`src/rtl/api_pkg.sv`:
```
package api_pkg;
  parameter int PIX_W       = 8;
  parameter int PAL_ENTRIES = 16;
  parameter int PAL_W       = 6;
  parameter int IDX_W       = 8;
  parameter int REG_AW      = 5;

  localparam int PAL_AW  = $clog2(PAL_ENTRIES);
  localparam int CSEL_W  = 4;
  localparam int REG_DW  = PAL_W;
  localparam int LOW_W   = 4;

  localparam logic [REG_AW-1:0] ADDR_MASK = REG_AW'(PAL_ENTRIES);
  localparam logic [REG_AW-1:0] ADDR_CSEL = REG_AW'(PAL_ENTRIES + 1);
  localparam logic [REG_AW-1:0] ADDR_MODE = REG_AW'(PAL_ENTRIES + 2);

  typedef struct packed {
    logic              packed_mode;
    logic              mid_sel;
    logic [PAL_AW-1:0] plane_en;
    logic [CSEL_W-1:0] csel;
  } ctrl_t;
endpackage

```
`src/rtl/api_ctrl_regs.sv`:
```
module api_ctrl_regs
  import api_pkg::*;
(
  input  logic              clk,
  input  logic              rst_n,
  input  logic              we,
  input  logic [REG_AW-1:0] addr,
  input  logic [CSEL_W-1:0] wdata,
  output ctrl_t             ctrl
);
  always_ff @(posedge clk or negedge rst_n) begin
    if (!rst_n) begin
      ctrl.packed_mode <= 1'b0;
      ctrl.mid_sel     <= 1'b0;
      ctrl.plane_en    <= '1;
      ctrl.csel        <= '0;
    end else if (we) begin
      case (addr)
        ADDR_MASK: ctrl.plane_en <= wdata[PAL_AW-1:0];
        ADDR_CSEL: ctrl.csel     <= wdata;
        ADDR_MODE: begin
          ctrl.packed_mode <= wdata[0];
          ctrl.mid_sel     <= wdata[1];
        end
        default: ;
      endcase
    end
  end
endmodule

```
`src/rtl/api_palette.sv`:
```
module api_palette
  import api_pkg::*;
(
  input  logic              clk,
  input  logic              rst_n,
  input  logic              we,
  input  logic [PAL_AW-1:0] wr_addr,
  input  logic [PAL_W-1:0]  wr_data,
  input  logic [PAL_AW-1:0] rd_addr,
  output logic [PAL_W-1:0]  rd_data
);
  logic [PAL_ENTRIES-1:0][PAL_W-1:0] ent;

  for (genvar g = 0; g < PAL_ENTRIES; g++) begin : g_ent
    logic [PAL_W-1:0] q;
    always_ff @(posedge clk or negedge rst_n) begin
      if (!rst_n)                                   q <= '0;
      else if (we && (wr_addr == PAL_AW'(g)))       q <= wr_data;
    end
    assign ent[g] = q;
  end

  assign rd_data = ent[rd_addr];
endmodule

```
`src/rtl/api_index_build.sv`:
```
module api_index_build
  import api_pkg::*;
(
  input  ctrl_t             ctrl,
  input  logic [PIX_W-1:0]  pix,
  output logic [PAL_AW-1:0] lookup_addr,
  input  logic [PAL_W-1:0]  pal_q,
  output logic [IDX_W-1:0]  index
);
  logic [1:0] hi_bits;
  logic [1:0] mid_bits;

  always_comb begin
    lookup_addr = pix[PAL_AW-1:0] & ctrl.plane_en;
    hi_bits     = ctrl.csel[3:2];
    mid_bits    = ctrl.mid_sel ? ctrl.csel[1:0] : pal_q[5:4];
    if (ctrl.packed_mode) index = pix;
    else                  index = {hi_bits, mid_bits, pal_q[LOW_W-1:0]};
  end
endmodule

```
`src/rtl/api_out_stage.sv`:
```
module api_out_stage
  import api_pkg::*;
(
  input  logic             clk,
  input  logic             rst_n,
  input  logic             in_valid,
  output logic             in_ready,
  input  logic [IDX_W-1:0] in_data,
  output logic             out_valid,
  input  logic             out_ready,
  output logic [IDX_W-1:0] out_data
);
  assign in_ready = !out_valid || out_ready;

  always_ff @(posedge clk or negedge rst_n) begin
    if (!rst_n) begin
      out_valid <= 1'b0;
      out_data  <= '0;
    end else if (in_valid && in_ready) begin
      out_valid <= 1'b1;
      out_data  <= in_data;
    end else if (out_ready) begin
      out_valid <= 1'b0;
    end
  end

  AST_HOLD_STALL: assert property (@(posedge clk) disable iff (!rst_n)
    out_valid && !out_ready |=> out_valid && $stable(out_data));
endmodule

```
`src/rtl/attr_palette_index.sv`:
```
module attr_palette_index
  import api_pkg::*;
(
  input  logic              clk,
  input  logic              rst_n,
  input  logic              reg_we,
  input  logic [REG_AW-1:0] reg_addr,
  input  logic [REG_DW-1:0] reg_wdata,
  input  logic              in_valid,
  output logic              in_ready,
  input  logic [PIX_W-1:0]  in_pix,
  output logic              out_valid,
  input  logic              out_ready,
  output logic [IDX_W-1:0]  out_index
);
  ctrl_t             ctrl;
  logic [PAL_AW-1:0] lookup_addr;
  logic [PAL_W-1:0]  pal_q;
  logic [IDX_W-1:0]  next_index;
  logic              pal_we;

  assign pal_we = reg_we && (reg_addr[REG_AW-1:PAL_AW] == '0);

  api_ctrl_regs u_regs (
    .clk(clk), .rst_n(rst_n), .we(reg_we), .addr(reg_addr),
    .wdata(reg_wdata[CSEL_W-1:0]), .ctrl(ctrl)
  );

  api_palette u_pal (
    .clk(clk), .rst_n(rst_n), .we(pal_we), .wr_addr(reg_addr[PAL_AW-1:0]),
    .wr_data(reg_wdata), .rd_addr(lookup_addr), .rd_data(pal_q)
  );

  api_index_build u_build (
    .ctrl(ctrl), .pix(in_pix), .lookup_addr(lookup_addr),
    .pal_q(pal_q), .index(next_index)
  );

  api_out_stage u_out (
    .clk(clk), .rst_n(rst_n), .in_valid(in_valid), .in_ready(in_ready),
    .in_data(next_index), .out_valid(out_valid), .out_ready(out_ready),
    .out_data(out_index)
  );

  AST_ONE_CYCLE: assert property (@(posedge clk) disable iff (!rst_n)
    in_valid && in_ready |=> out_valid);
  AST_BYPASS: assert property (@(posedge clk) disable iff (!rst_n)
    in_valid && in_ready && ctrl.packed_mode |=> out_index == $past(in_pix));
  AST_CSEL_HIGH: assert property (@(posedge clk) disable iff (!rst_n)
    in_valid && in_ready && !ctrl.packed_mode
      |=> out_index[7:6] == $past(ctrl.csel[3:2]));
  AST_MID_SELECT: assert property (@(posedge clk) disable iff (!rst_n)
    in_valid && in_ready && !ctrl.packed_mode && ctrl.mid_sel
      |=> out_index[5:4] == $past(ctrl.csel[1:0]));
  AST_STALL_BLOCKS: assert property (@(posedge clk) disable iff (!rst_n)
    out_valid && !out_ready |-> !in_ready);
endmodule

```
`config.mk`:
```
export PLATFORM = sky130hd
export DESIGN_NAME = attr_palette_index
export DESIGN_NICKNAME = d
export VERILOG_FILES = /design/src/rtl/api_pkg.sv /design/src/rtl/api_ctrl_regs.sv /design/src/rtl/api_palette.sv /design/src/rtl/api_index_build.sv /design/src/rtl/api_out_stage.sv /design/src/rtl/attr_palette_index.sv
export SDC_FILE = /design/constraint.sdc
export NUM_CORES = 1
export LEC_CHECK = 0
export CAP_MARGIN = 20
export CORE_UTILIZATION = 35
export CTS_CLUSTER_DIAMETER = 120
export DETAILED_ROUTE_END_ITERATION = 7
export PLACE_DENSITY_LB_ADDON = 0.2
export SLEW_MARGIN = 10
export SYNTH_ARGS = -nofsm -noshare
export SYNTH_HDL_FRONTEND = slang
export SYNTH_SLANG_ARGS = --single-unit
```
`constraint.sdc`:
```
create_clock -name clk -period 2.27 [get_ports clk]
set_input_delay 0.227 -clock clk [delete_from_list [all_inputs] [get_ports clk]]
set_output_delay 0.227 -clock clk [all_outputs]
set_load 0.01 [all_outputs]
```
Yosys cells after proc, flatten, opt, wreduce, memory -nomap -nowiden

Cells that the tools add are included.

Order comparisons: 1
Muxes and demuxes: 6
Eq/ne operators: 18
Reductions and logical operators: 25
Bitwise logic cells: 2

Operator list:

| operator             | number |
|---|---|
| $eq A4 B4 Y1 const B | 8 |
| $bmux W6 S4          | 1 |
| $logic_and A1 B1 Y1  | 18 |
| $eq A4 B3 Y1 const B | 4 |
| $eq A5 B5 Y1 const B | 3 |
| $eq A4 B2 Y1 const B | 2 |
| $mux W8              | 1 |
| $mux W6              | 1 |
| $reduce_and A2 Y1    | 3 |
| $lt A4 B5 Y1 const B | 1 |
| $and A4 B4 Y4        | 1 |
| $eq A4 B1 Y1 const B | 1 |
| $logic_not A4 Y1     | 1 |
| $mux W1              | 2 |
| $mux W2              | 1 |
| $reduce_bool A2 Y1   | 1 |
| $logic_not A1 Y1     | 1 |
| $logic_or A1 B1 Y1   | 1 |
| $not A1 Y1           | 1 |

Bits of input ports: 24
Word-level logic and storage cells: 74
Output and inout bits: 10
Flip-flop bits (word level): 115

Logic depth before layout (Yosys ltp)

Gate-level depths: netlist (run 1).

Word-level depth: 5
Depth in mapped cells: 7
Depth with buffers taken out: 5

Hierarchy

From an unflattened synthesis (run 1), not the netlist that was laid out.

Cell total of the unflattened synthesis: 344
Area, all modules: 5,407.7 µm²

By module, submodules not included:

| module             | area each (µm²) | instances | cells an instance | seq. area each (µm²) |
|---|---|---|---|---|
| api_palette        | 4,438.0         | 1         | 281               | 2,402.3 |
| api_ctrl_regs      | 406.6           | 1         | 25                | 255.2 |
| api_out_stage      | 385.4           | 1         | 20                | 225.2 |
| api_index_build    | 163.9           | 1         | 17                | 0.0 |
| attr_palette_index | 13.8            | 1         | 1                 | 0.0 |

Worst setup path after synthesis (run 1)

OpenSTA, ideal clock, no wires.

Path type: reg2reg
Start point: register, netlist name u_regs.ctrl[4]
End point: register u_out.out_data[3]
Required time: 2.128 ns
Data arrival time: 1.492 ns
Clock period less this slack: 1.634 ns
Cell stages (with the launch flop): 8
Path slack: 0.636 ns
Library setup time: 0.142 ns
Buffers on the path: 2
Cell sequence: dfstp_2 -> buf_2 -> buf_2 -> a21boi_0 -> o2111ai_1 -> o2111ai_1 -> nor3_1 -> o221ai_1

Cells in the longest elaborated chain, start to end: 4

RTL lines:

| element                       | line                  | text |
|---|---|---|
| $and A4 B4 Y4                 | api_index_build.sv:14 | `lookup_addr = pix[PAL_AW-1:0] & ctrl.plane_en;` |
| $bmux W6 S4                   | api_palette.sv:23     | `assign rd_data = ent[rd_addr];` |
| $mux W6 (implied by the code) | api_palette.sv:23     |  |
| $mux W8                       | api_index_build.sv:17 | `if (ctrl.packed_mode) index = pix;` |
| end signal, assigned          | api_out_stage.sv:21   | `out_data <= in_data;` |
| end, declared                 | api_out_stage.sv:11   | `output logic [IDX_W-1:0] out_data` |

No other way between the ends. The select of a mux whose other input is x is not followed.
A chain may end at the register's enable or synchronous reset.

Final worst setup path (run 1)

Start point: register, netlist name u_regs.ctrl[4]
End point: register u_out.out_data[1]

Cells in the longest elaborated chain, start to end: 4

RTL lines:

| element                       | line |
|---|---|
| $and A4 B4 Y4                 | api_index_build.sv:14 |
| $bmux W6 S4                   | api_palette.sv:23 |
| $mux W6 (implied by the code) | api_palette.sv:23 |
| $mux W8                       | api_index_build.sv:17 |

No other way between the ends. The select of a mux whose other input is x is not followed.

==> key figures, run 1 <==
Pwr
  – Pwr dens: 943 nW/um^2
  – Leakage: 3.11 nW
  – Worst vdd ir: 0.000593 V

Layout
  – Final instance area: 6820 sq um
  – ANT cells: 0
  – FILL cells: 1446
  – Syn-to-layout area delta: 23.6%
  – Fin cells: 709
  – Most common library cell in the layout ignoring fill and taps: dfrtp_1
  – Most frequent cells in the layout: dfrtp_1 (111), mux2_2 (104), clkdlybuf4s50_1 (32), nand2_1 (30), mux2i_1 (27)
  – Post-layout util: 44.5%
  – Layout cells sized above 1: 35.7%
  – Final nets: 510

Timing
  – Clock skew: 0.00715 ns
  – Fmax: 0.470 GHz
  – Slew Limit Fails: 0
  – Crit path time final: 2.13 ns
  – Slew @ Worst Pin: 0.613 ns
  – Worst Hold Slack: 0.336 ns
  – Final period util: 93.8%
  – Setup-failing EPs final: 0
  – Final hold viol count: 0
  – RSZ-0062 raised after global routing: false
  – Relative slew slack: 58.8%
  – Fin worst setup slack: 0.141 ns

Placement
  – Detailed placer's ending HPWL: 9810 um
  – Gpl congestion: 0.821
  – Worst slack, placed: -0.0486 ns
  – Placed cell count: 677
  – Number of port buffers: 33
  – Placement Cell Area: 6250 sq um

Worst setup path
  – CP required: 2.54 ns
  – CP endpoint kind: flip-flop
  – CP max FO: 28
  – Setup crit start kind: flip-flop
  – Worst Setup Path Type: flip-flop to flip-flop
  – Critical Path Source: u_regs.ctrl[4]
  – Worst reg2reg path startpoint: u_regs.ctrl[4]
  – Crit path DAT: 2.40 ns

Floorplanning
  – Core ar.: 15300 sq um
  – # rows: 45
  – Die ar.: 16300 sq um
  – Initial Utilization: 36.0%
  – Die H: 128 um
  – Die Span X: 128 um
  – Num ports: 34

Detailed routing
  – Drt drc: 0
  – Vias per cell: 5.27
  – Post-DRT Antenna Nets: 0
  – Vias: 3735
  – WL final: 14100 um
  – Detailed Routing Iterations Pass 1: 7
  – Routed WL per cell: 19.8 um
  – DR iter-0 viols: 194

Clocking
  – CTS resizes: 0
  – Reg clk slew, reported paths: 0.05 ns
  – CTS tree: done
  – Sink Count: 115
  – H-tree depth: 4
  – Root Driver: clkbuf_16
  – CTS Buf Count: 17
  – CTS Buffer Depth: 2
  – Post-CTS Setup Repair Bufs: 0
  – Clk Latency, worst-skew pair: 0.41 ns
  – Post-CTS Hold Fix Bufs: 1

GRT
  – First-pass GRT wire length: 22300 um
  – Total gr overflow: 0
  – Largest net degree at the start of global routing: 54
  – Vias in the first global route: 3882
  – GRT Overall Usage: 18.9%
  – Initial antenna violation count: 0

Synth
  – Mapped Area: 5520 sq um
  – Synth async-reset ratio: 100%
  – Synthesized flop and latch total: 115
  – YS warnings: 0
  – Largest area contributor in the netlist: dfrtp_1
  – Cells after synthesis: 431
  – Post-synth top area share: 50.4%
  – Number of synthesized flops with an enable pin: 0
  – Distinct cell type count after synthesis: 34
  – Area contributors post-synth: dfrtp_1 (50%), mux2_2 (21%), mux2i_1 (4.9%)
  – Post-synth top flop: dfrtp_1
  – Register area share after synthesis: 52.3%
  – Post-Syn Area per Cell: 12.8 sq um
  – Syn nets: 455

Hold path
  – Hold Path Class: input port to async pin

Job
  – Max-cap violations: 0

Status
  – Status: complete, no violations
==> critical path, cell delays in order (launching register included) <==
cell and delay (ns):
dfstp_2 0.54, buf_4 0.26, a21boi_0 0.15, o2111ai_1 0.22, o2111ai_1 0.22, nor3_1 0.44
o221ai_1 0.16
==> flip-flops by register name (all words and copies together) (netlist names) <==
signal           flops
u_pal.g_ent.q       96
u_regs.ctrl         10
u_out.out_data       8
u_out.out_valid      1
==> layer usage <==
metal,track usage [%],up-vias,part of all wire [%]
met5,0,-,0
met4,7.28,0,1.3
met3,5.11,12,4.8
met2,30.4,85,49
met1,24.2,1917,45
li1,-,1721,-
==> synth_stat cells (2+ instances only) <==
library cell / count
a21boi_0: 12
a21oi_1: 2
and2_1: 5
and3_1: 14
buf_2: 10
buf_4: 2
buf_6: 3
clkbuf_1: 12
dfrtp_1: 111
dfstp_2: 4
mux2_1: 2
mux2_2: 104
mux2i_1: 27
mux4_2: 4
nand2_1: 30
nand2_2: 4
nand2b_1: 3
nand3_1: 11
nand4_1: 8
nor2_1: 4
nor2b_1: 7
nor3_1: 10
o2111ai_1: 16
o21ai_0: 2
o221ai_1: 6
o22ai_1: 10
==> power by group <==
group          switching (W)  total (W)  internal (W)
Sequential          0.000234    0.00272       0.00248
Clock               0.000858    0.00249       0.00163
Combinational       0.000560    0.00122      0.000662
Total                0.00165    0.00643       0.00478
==> cell type report <==
cell class / instances / area, sq um / area share [%]
timing repair buffer: 64 / 626 / 9.18
clock inverter: 5 / 50.0 / 0.734
tap: 211 / 264 / 3.87
sequential: 115 / 2880 / 42.3
multi-input combinational: 288 / 2480 / 36.5
clock buffer: 26 / 509 / 7.47
==> path summary, 6_finish.rpt <==
| check | to | cells after the start | slack [ns] |
|---|---|---|---|
| setup reg to reg | u_out.out_data[1] | 6 | 0.14 |
| min in group clk | u_out.out_valid | 2 | 0.42 |
| max in group asynchronous | u_pal.g_ent[11].q[3] | 3 | 1.21 |
| hold reg to reg | u_out.out_data[6] | 2 | 0.48 |
| setup / recovery | u_out.out_data[1] | 6 | 0.14 |
| hold / removal | u_pal.g_ent[2].q[4] | 2 | 0.34 |
==> through the flow <==
stage	total power, W	setup TNS (ns)
floorplan	0.00344	0
global placement	0.00394	-0.172
detailed placement	0.00398	-0.0625
CTS	0.00651	0
finish	0.00643	0
global route	0.00674	0
==> cells by family (layout without fill, tap and decap cells) <==
| kind of cell | Yosys count | after routing | synth area share (%) |
|---|---|---|---|
| DFF | 115 | 115 | 52.3 |
| muxes | 137 | 137 | 28.2 |
| buffers and inverters | 28 | 95 | 2.68 |
| and+or+nand+nor | 101 | 101 | 9.96 |
| AOI/OAI and AO/OA | 50 | 50 | 6.92 |
Note: power is estimated with default switching activity, not from simulation.
==> inputs of run 2 (changes only) <==
CORE_UTILIZATION = 40   (was 35)
==> key figures, run 2 (synthesis gave the netlist of run 1 again) <==
Worst setup path
  – Worst reg2reg path startpoint: u_regs.ctrl[4]
  – CP endpoint kind: flip-flop
  – CP max FO: 26 (-7.1%)
  – Worst Setup Path Type: flip-flop to flip-flop
  – Crit path DAT: 2.38 ns (-0.02 ns)
  – Worst Reg-to-Reg Cells: 6 (unchanged)
  – RR Endpoint: u_out.out_data[1]
  – Reg-to-reg setup timing slack: 0.18 ns (+0.04 ns)
  – Setup crit start kind: flip-flop
  – CP required: 2.56 ns (+0.02 ns)

Timing
  – Fin Setup TNS: 0 ns (unchanged)
  – Setup-failing EPs final: 0 (unchanged)
  – Fmax: 0.478 GHz (+1.8%)
  – Final period util: 92.1% (-1.7 points)
  – Final hold viol count: 0 (unchanged)
  – Worst Hold Slack: 0.337 ns (+0.00121 ns)
  – Crit path time final: 2.09 ns (-0.0379 ns)
  – Slew @ Worst Pin: 0.648 ns (+0.0348 ns)
  – Slew Limit Fails: 0 (unchanged)
  – RSZ-0062 raised after global routing: false
  – Relative slew slack: 56.7% (-2.1 points)
  – Fin worst setup slack: 0.178 ns (+0.0379 ns)
  – Clock skew: 0.0163 ns (+0.00913 ns)

Floorplanning
  – Die ar.: 14300 sq um (-12%)
  – Die Span X: 119 um (-6.4%)
  – Initial Utilization: 41.3% (+5.3 points)
  – # rows: 42 (-6.7%)
  – Core ar.: 13300 sq um (-13%)
  – Num ports: 34 (unchanged)
  – Die H: 119 um (-6.4%)

Layout
  – FILL cells: 1180 (-18%)
  – Layout cells sized above 1: 34.4% (-1.4 points)
  – Syn-to-layout area delta: 22.8%
  – Top Registers: u_pal.g_ent.q (96), u_regs.ctrl (10), u_out.out_data (8)
  – Final nets: 497 (-2.5%)
  – ANT cells: 0 (unchanged)
  – Multi-input logic area: 2480 sq um (unchanged)
  – Most common library cell in the layout ignoring fill and taps: dfrtp_1
  – Sequential cell area: 2890 sq um (+0.13%)
  – Most frequent cells in the layout: dfrtp_1 (111), mux2_2 (104), clkdlybuf4s50_1 (32), nand2_1 (30), mux2i_1 (27)
  – Top reg by flops: u_pal.g_ent.q
  – Max reg flops: 96 (unchanged)

GRT
  – Vias in the first global route: 3838 (-1.1%)
  – Initial antenna violation count: 0 (unchanged)
  – First-pass GRT wire length: 21800 um (-2.3%)
  – Total gr overflow: 0 (unchanged)
  – Largest net degree at the start of global routing: 56 (+3.7%)
  – GRT Overall Usage: 21.0% (+2.1 points)

Detailed routing
  – Vias: 3736 (+0.027%)
  – Drt drc: 0 (unchanged)
  – Routed WL per cell: 20.9 um (+5.1%)
  – Vias per cell: 5.64 (+7.1%)
  – DR iter-0 viols: 215 (+11%)
  – Post-DRT Antenna Nets: 0 (unchanged)
  – Detailed Routing Iterations Pass 1: 4 (-3)
  – WL final: 13800 um (-1.8%)

Status
  – Status: complete, no violations

Clocking
  – CTS Buffer Depth: 2 (unchanged)
  – Clk Latency, worst-skew pair: 0.42 ns (about the same)
  – CTS tree: done
  – Root Driver: clkbuf_16
  – CTS Buf Count: 17 (unchanged)
  – Sink Count: 115 (unchanged)
  – Reg clk slew, reported paths: 0.05 ns (about the same)
  – H-tree depth: 4 (unchanged)

Placement
  – Gpl congestion: 0.797 (-3.0%)
  – Worst slack, placed: 0.0682 ns (+0.117 ns)
  – Number of port buffers: 33 (unchanged)
  – Detailed placer's ending HPWL: 9400 um (-4.2%)

Hold path
  – Hold Path Class: input port to async pin

Job
  – Max-cap violations: 0 (unchanged)

Pwr
  – Sequential power share: 39.9% (-2.3 points)
  – Pwr dens: 1010 nW/um^2 (+7.3%)
  – Clk pwr share: 42.9% (+4.2 points)
  – Leakage: 3.08 nW (-1.1%)
  – Net Sw Frac: 24.8% (-0.94 points)
  – Worst vdd ir: 0.000533 V (-10%)
  – Int Pwr: 0.00516 W (+8.0%)
  – Switch Pwr: 0.00170 W (+2.7%)
  – Combinational power share: 17.2% (-1.8 points)
==> run 2: what timing repair did <==
| item | 4_1_cts | 5_1_grt |
|---|---|---|
| resized for setup | 0 | 1 |
| setup endpoints to repair | 0 | 1 |
| hold buffers | 1 | 0 |
| endpoints found under the hold margin | 33 | 0 |
| buffers inserted | 0 | 0 |
==> run 2: power by group through the flow <==
| stage | logic (W) | clock network, W | registers (W) |
|---|---|---|---|
| 6_report | 0.00118 | 0.00294 | 0.00273 |
| 3_3_place_gp | 0.00116 | 0 | 0.00275 |
| 4_1_cts | 0.00119 | 0.00299 | 0.00273 |
| 2_1_floorplan | 0.000761 | 0 | 0.00268 |
| 3_5_place_dp | 0.00119 | 0 | 0.00276 |
| 5_1_grt | 0.00128 | 0.00308 | 0.00279 |
==> run 2: how the worst max path moves through the flow <==
stage / startpoint / end / cells past startpoint
final: u_regs.ctrl[4] / u_out.out_data[1] / 6
after global routing: u_regs.ctrl[4] / u_out.out_data[1] / 6
after CTS: u_regs.ctrl[4] / u_out.out_data[1] / 6
after detailed placement: reg_addr[1] / u_pal.g_ent[14].q[3] / 5
after global placement: reg_addr[4] / u_pal.g_ent[8].q[4] / 5
after floorplan: u_regs.ctrl[4] / u_out.out_data[3] / 7
==> run 2: worst max-delay path: stages, from the launching register on <==
cell and delay (ns):
dfstp_4 0.73, nand2_2 0.13, buf_12 0.18, mux2i_1 0.26
o2111ai_1 0.19, nor3_1 0.31, o221ai_1 0.15
==> run 2: layer usage <==
metal,part of all wire (%),track usage [%]
met1,47,29.6
met2,46,31.3
met3,5.9,4.98
met4,1.3,8.13
met5,0,0
==> run 2: through the flow <==
stage	total power (W)	util (%)	instance area, sq um	cells
floorplan	0.00344	-	5520	431
global placement	0.00391	45.7	6110	629
detailed placement	0.00395	45.7	6110	629
CTS	0.00692	50.7	6770	662
global route	0.00714	50.7	6770	662
finish	0.00685	50.7	6770	662
==> run 2: cell type report <==
class,count,share of cell area (%)
multi-input combinational,288,36.7
tap,176,3.25
clock buffer,23,7.06
sequential,115,42.6
clock inverter,9,2.59
timing repair buffer,51,7.80
==> inputs of run 3 (changes only) <==
PLACE_DENSITY = 0.63   (was default)
PLACE_DENSITY_LB_ADDON = default   (was 0.2)
==> key figures, run 3 (synthesis gave the netlist of run 1 again) <==
Status
  – Status: complete, no violations

Timing
  – Fin Setup TNS: 0 ns (unchanged)
  – Worst Hold Slack: 0.413 ns (+0.0755 ns)
  – Clock skew: 0.00491 ns (-0.0114 ns)
  – RSZ-0062 raised after global routing: false
  – Final period util: 89.2% (-2.9 points)
  – Slew Limit Fails: 0 (unchanged)
  – Slew @ Worst Pin: 0.614 ns (-0.0333 ns)
  – Setup-failing EPs final: 0 (unchanged)
  – Final hold viol count: 0 (unchanged)
  – Crit path time final: 2.02 ns (-0.0669 ns)
  – Relative slew slack: 58.9% (+2.2 points)
  – Fmax: 0.494 GHz (+3.3%)

Worst setup path
  – CP required: 2.56 ns (about the same)
  – CP endpoint kind: flip-flop
  – Critical Path Source: u_regs.ctrl[4]
  – Setup crit start kind: flip-flop
  – Worst reg2reg path startpoint: u_regs.ctrl[4]
  – Crit path DAT: 2.31 ns (-0.07 ns)
  – Worst Setup Path Type: flip-flop to flip-flop
  – CP max FO: 28 (+7.7%)

Clocking
  – Root Driver: clkbuf_16
  – CTS Buf Count: 17 (unchanged)
  – H-tree depth: 4 (unchanged)
  – Post-CTS Setup Repair Bufs: 0 (unchanged)
  – Sink Count: 115 (unchanged)
  – Clk Latency, worst-skew pair: 0.42 ns (about the same)
  – Reg clk slew, reported paths: 0.05 ns (about the same)
  – CTS tree: done
  – CTS Buffer Depth: 2 (unchanged)

Layout
  – Final nets: 506 (+1.8%)
  – Most common library cell in the layout ignoring fill and taps: dfrtp_1
  – Most frequent cells in the layout: dfrtp_1 (111), mux2_2 (104), clkdlybuf4s50_1 (32), nand2_1 (30), mux2i_1 (27)
  – Top reg by flops: u_pal.g_ent.q
  – FILL cells: 1188 (+0.68%)
  – Syn-to-layout area delta: 23.2%
  – ANT cells: 0 (unchanged)
  – Top Registers: u_pal.g_ent.q (96), u_regs.ctrl (10), u_out.out_data (8)
  – Max reg flops: 96 (unchanged)
  – Layout cells sized above 1: 36.0% (+1.6 points)

Floorplanning
  – # rows: 42 (unchanged)
  – Core ar.: 13300 sq um (unchanged)
  – Die Span X: 119 um (unchanged)
  – Die H: 119 um (unchanged)
  – Num ports: 34 (unchanged)
  – Die ar.: 14300 sq um (unchanged)
  – Initial Utilization: 41.3% (unchanged)

Hold path
  – Hold Path Class: input port to flip-flop
  – Launch point of the worst hold path: in_valid

Pwr
  – Pwr Total: 0.00677 W (-1.2%)
  – Pwr dens: 997 nW/um^2 (-1.5%)
  – Leakage: 3.11 nW (+1.0%)
  – Worst vdd ir: 0.000626 V (+17%)

GRT
  – GRT Overall Usage: 20.6% (-0.44 points)
  – Vias in the first global route: 3856 (+0.47%)
  – Initial antenna violation count: 0 (unchanged)
  – Total gr overflow: 0 (unchanged)
  – First-pass GRT wire length: 21600 um (-1.1%)
  – Largest net degree at the start of global routing: 116 (+110%)

Detailed routing
  – WL final: 13300 um (-3.4%)
  – Routed WL per cell: 19.9 um (-4.7%)
  – Drt drc: 0 (unchanged)
  – Post-DRT Antenna Nets: 0 (unchanged)
  – Vias: 3751 (+0.40%)
  – Vias per cell: 5.59 (-0.95%)
  – Detailed Routing Iterations Pass 1: 5 (+1)
  – DR iter-0 viols: 189 (-12%)

Job
  – Max-cap violations: 0 (unchanged)

Placement
  – Detailed placer's ending HPWL: 9000 um (-4.2%)
  – Number of port buffers: 33 (unchanged)
  – Gpl congestion: 0.816 (+2.4%)
[run 3: changes by cell type in the layout (fill, tap and decap cells not counted), moves of 2 or more]
cell	previous run	this run
buf_4	13	24
clkbuf_1	3	1
buf_12	5	3
clkinv_2	2	5
[run 3: metal layers]
metal	part of all wire, %	track usage [%]
met1	47	28.5
met2	46	31.0
met3	5.4	5.32
met4	1.6	7.73
met5	0	0
[run 3: worst max-delay path: stages (launching register included)]
cell and delay [ns]:
dfstp_2 0.53, buf_4 0.24, a21boi_0 0.13, o2111ai_1 0.24, o2111ai_1 0.17, nor3_1 0.41, o221ai_1 0.16
[run 3: power by group]
part | switching (W) | internal, W
clock network | 0.000913 | 0.00194
logic | 0.000551 | 0.000659
registers | 0.000230 | 0.00248
[run 3: final cells by class]
| cell class | count | area (sq um) | share of cell area [%] |
|---|---|---|---|
| clock inverter | 10 | 153 | 2.25 |
| timing repair buffer | 60 | 571 | 8.40 |
| tap | 176 | 220 | 3.24 |
| clock buffer | 22 | 484 | 7.13 |
| multi-input combinational | 288 | 2480 | 36.6 |
| sequential | 115 | 2880 | 42.4 |
[run 3: worst paths after layout]
kind / to / slack, ns / cells past startpoint
setup / recovery: u_out.out_data[1] / 0.25 / 6
hold / removal: u_out.out_valid / 0.41 / 2
setup reg to reg: u_out.out_data[1] / 0.25 / 6
hold reg to reg: u_out.out_data[6] / 0.48 / 2
max in group asynchronous: u_pal.g_ent[0].q[0] / 1.38 / 3
min in group asynchronous: u_out.out_data[6] / 0.42 / 3
[run 3: repair_timing]
item,in CTS,in global routing
hold endpoints to repair,111,0
hold buffers,1,0
gates resized for setup,0,0
[run 3: per-stage QoR]
stage / cell area (sq um) / cells / utilization, % / setup slack [ns]
6_report: 6800 / 671 / 50.9 / 0.245
3_5_place_dp: 6150 / 638 / 46.1 / 0.0492
3_3_place_gp: 6150 / 638 / 46.1 / 0.0595
4_1_cts: 6800 / 671 / 50.9 / 0.282
5_1_grt: 6800 / 671 / 50.9 / 0.128
2_1_floorplan: 5520 / 431 / - / 0.636
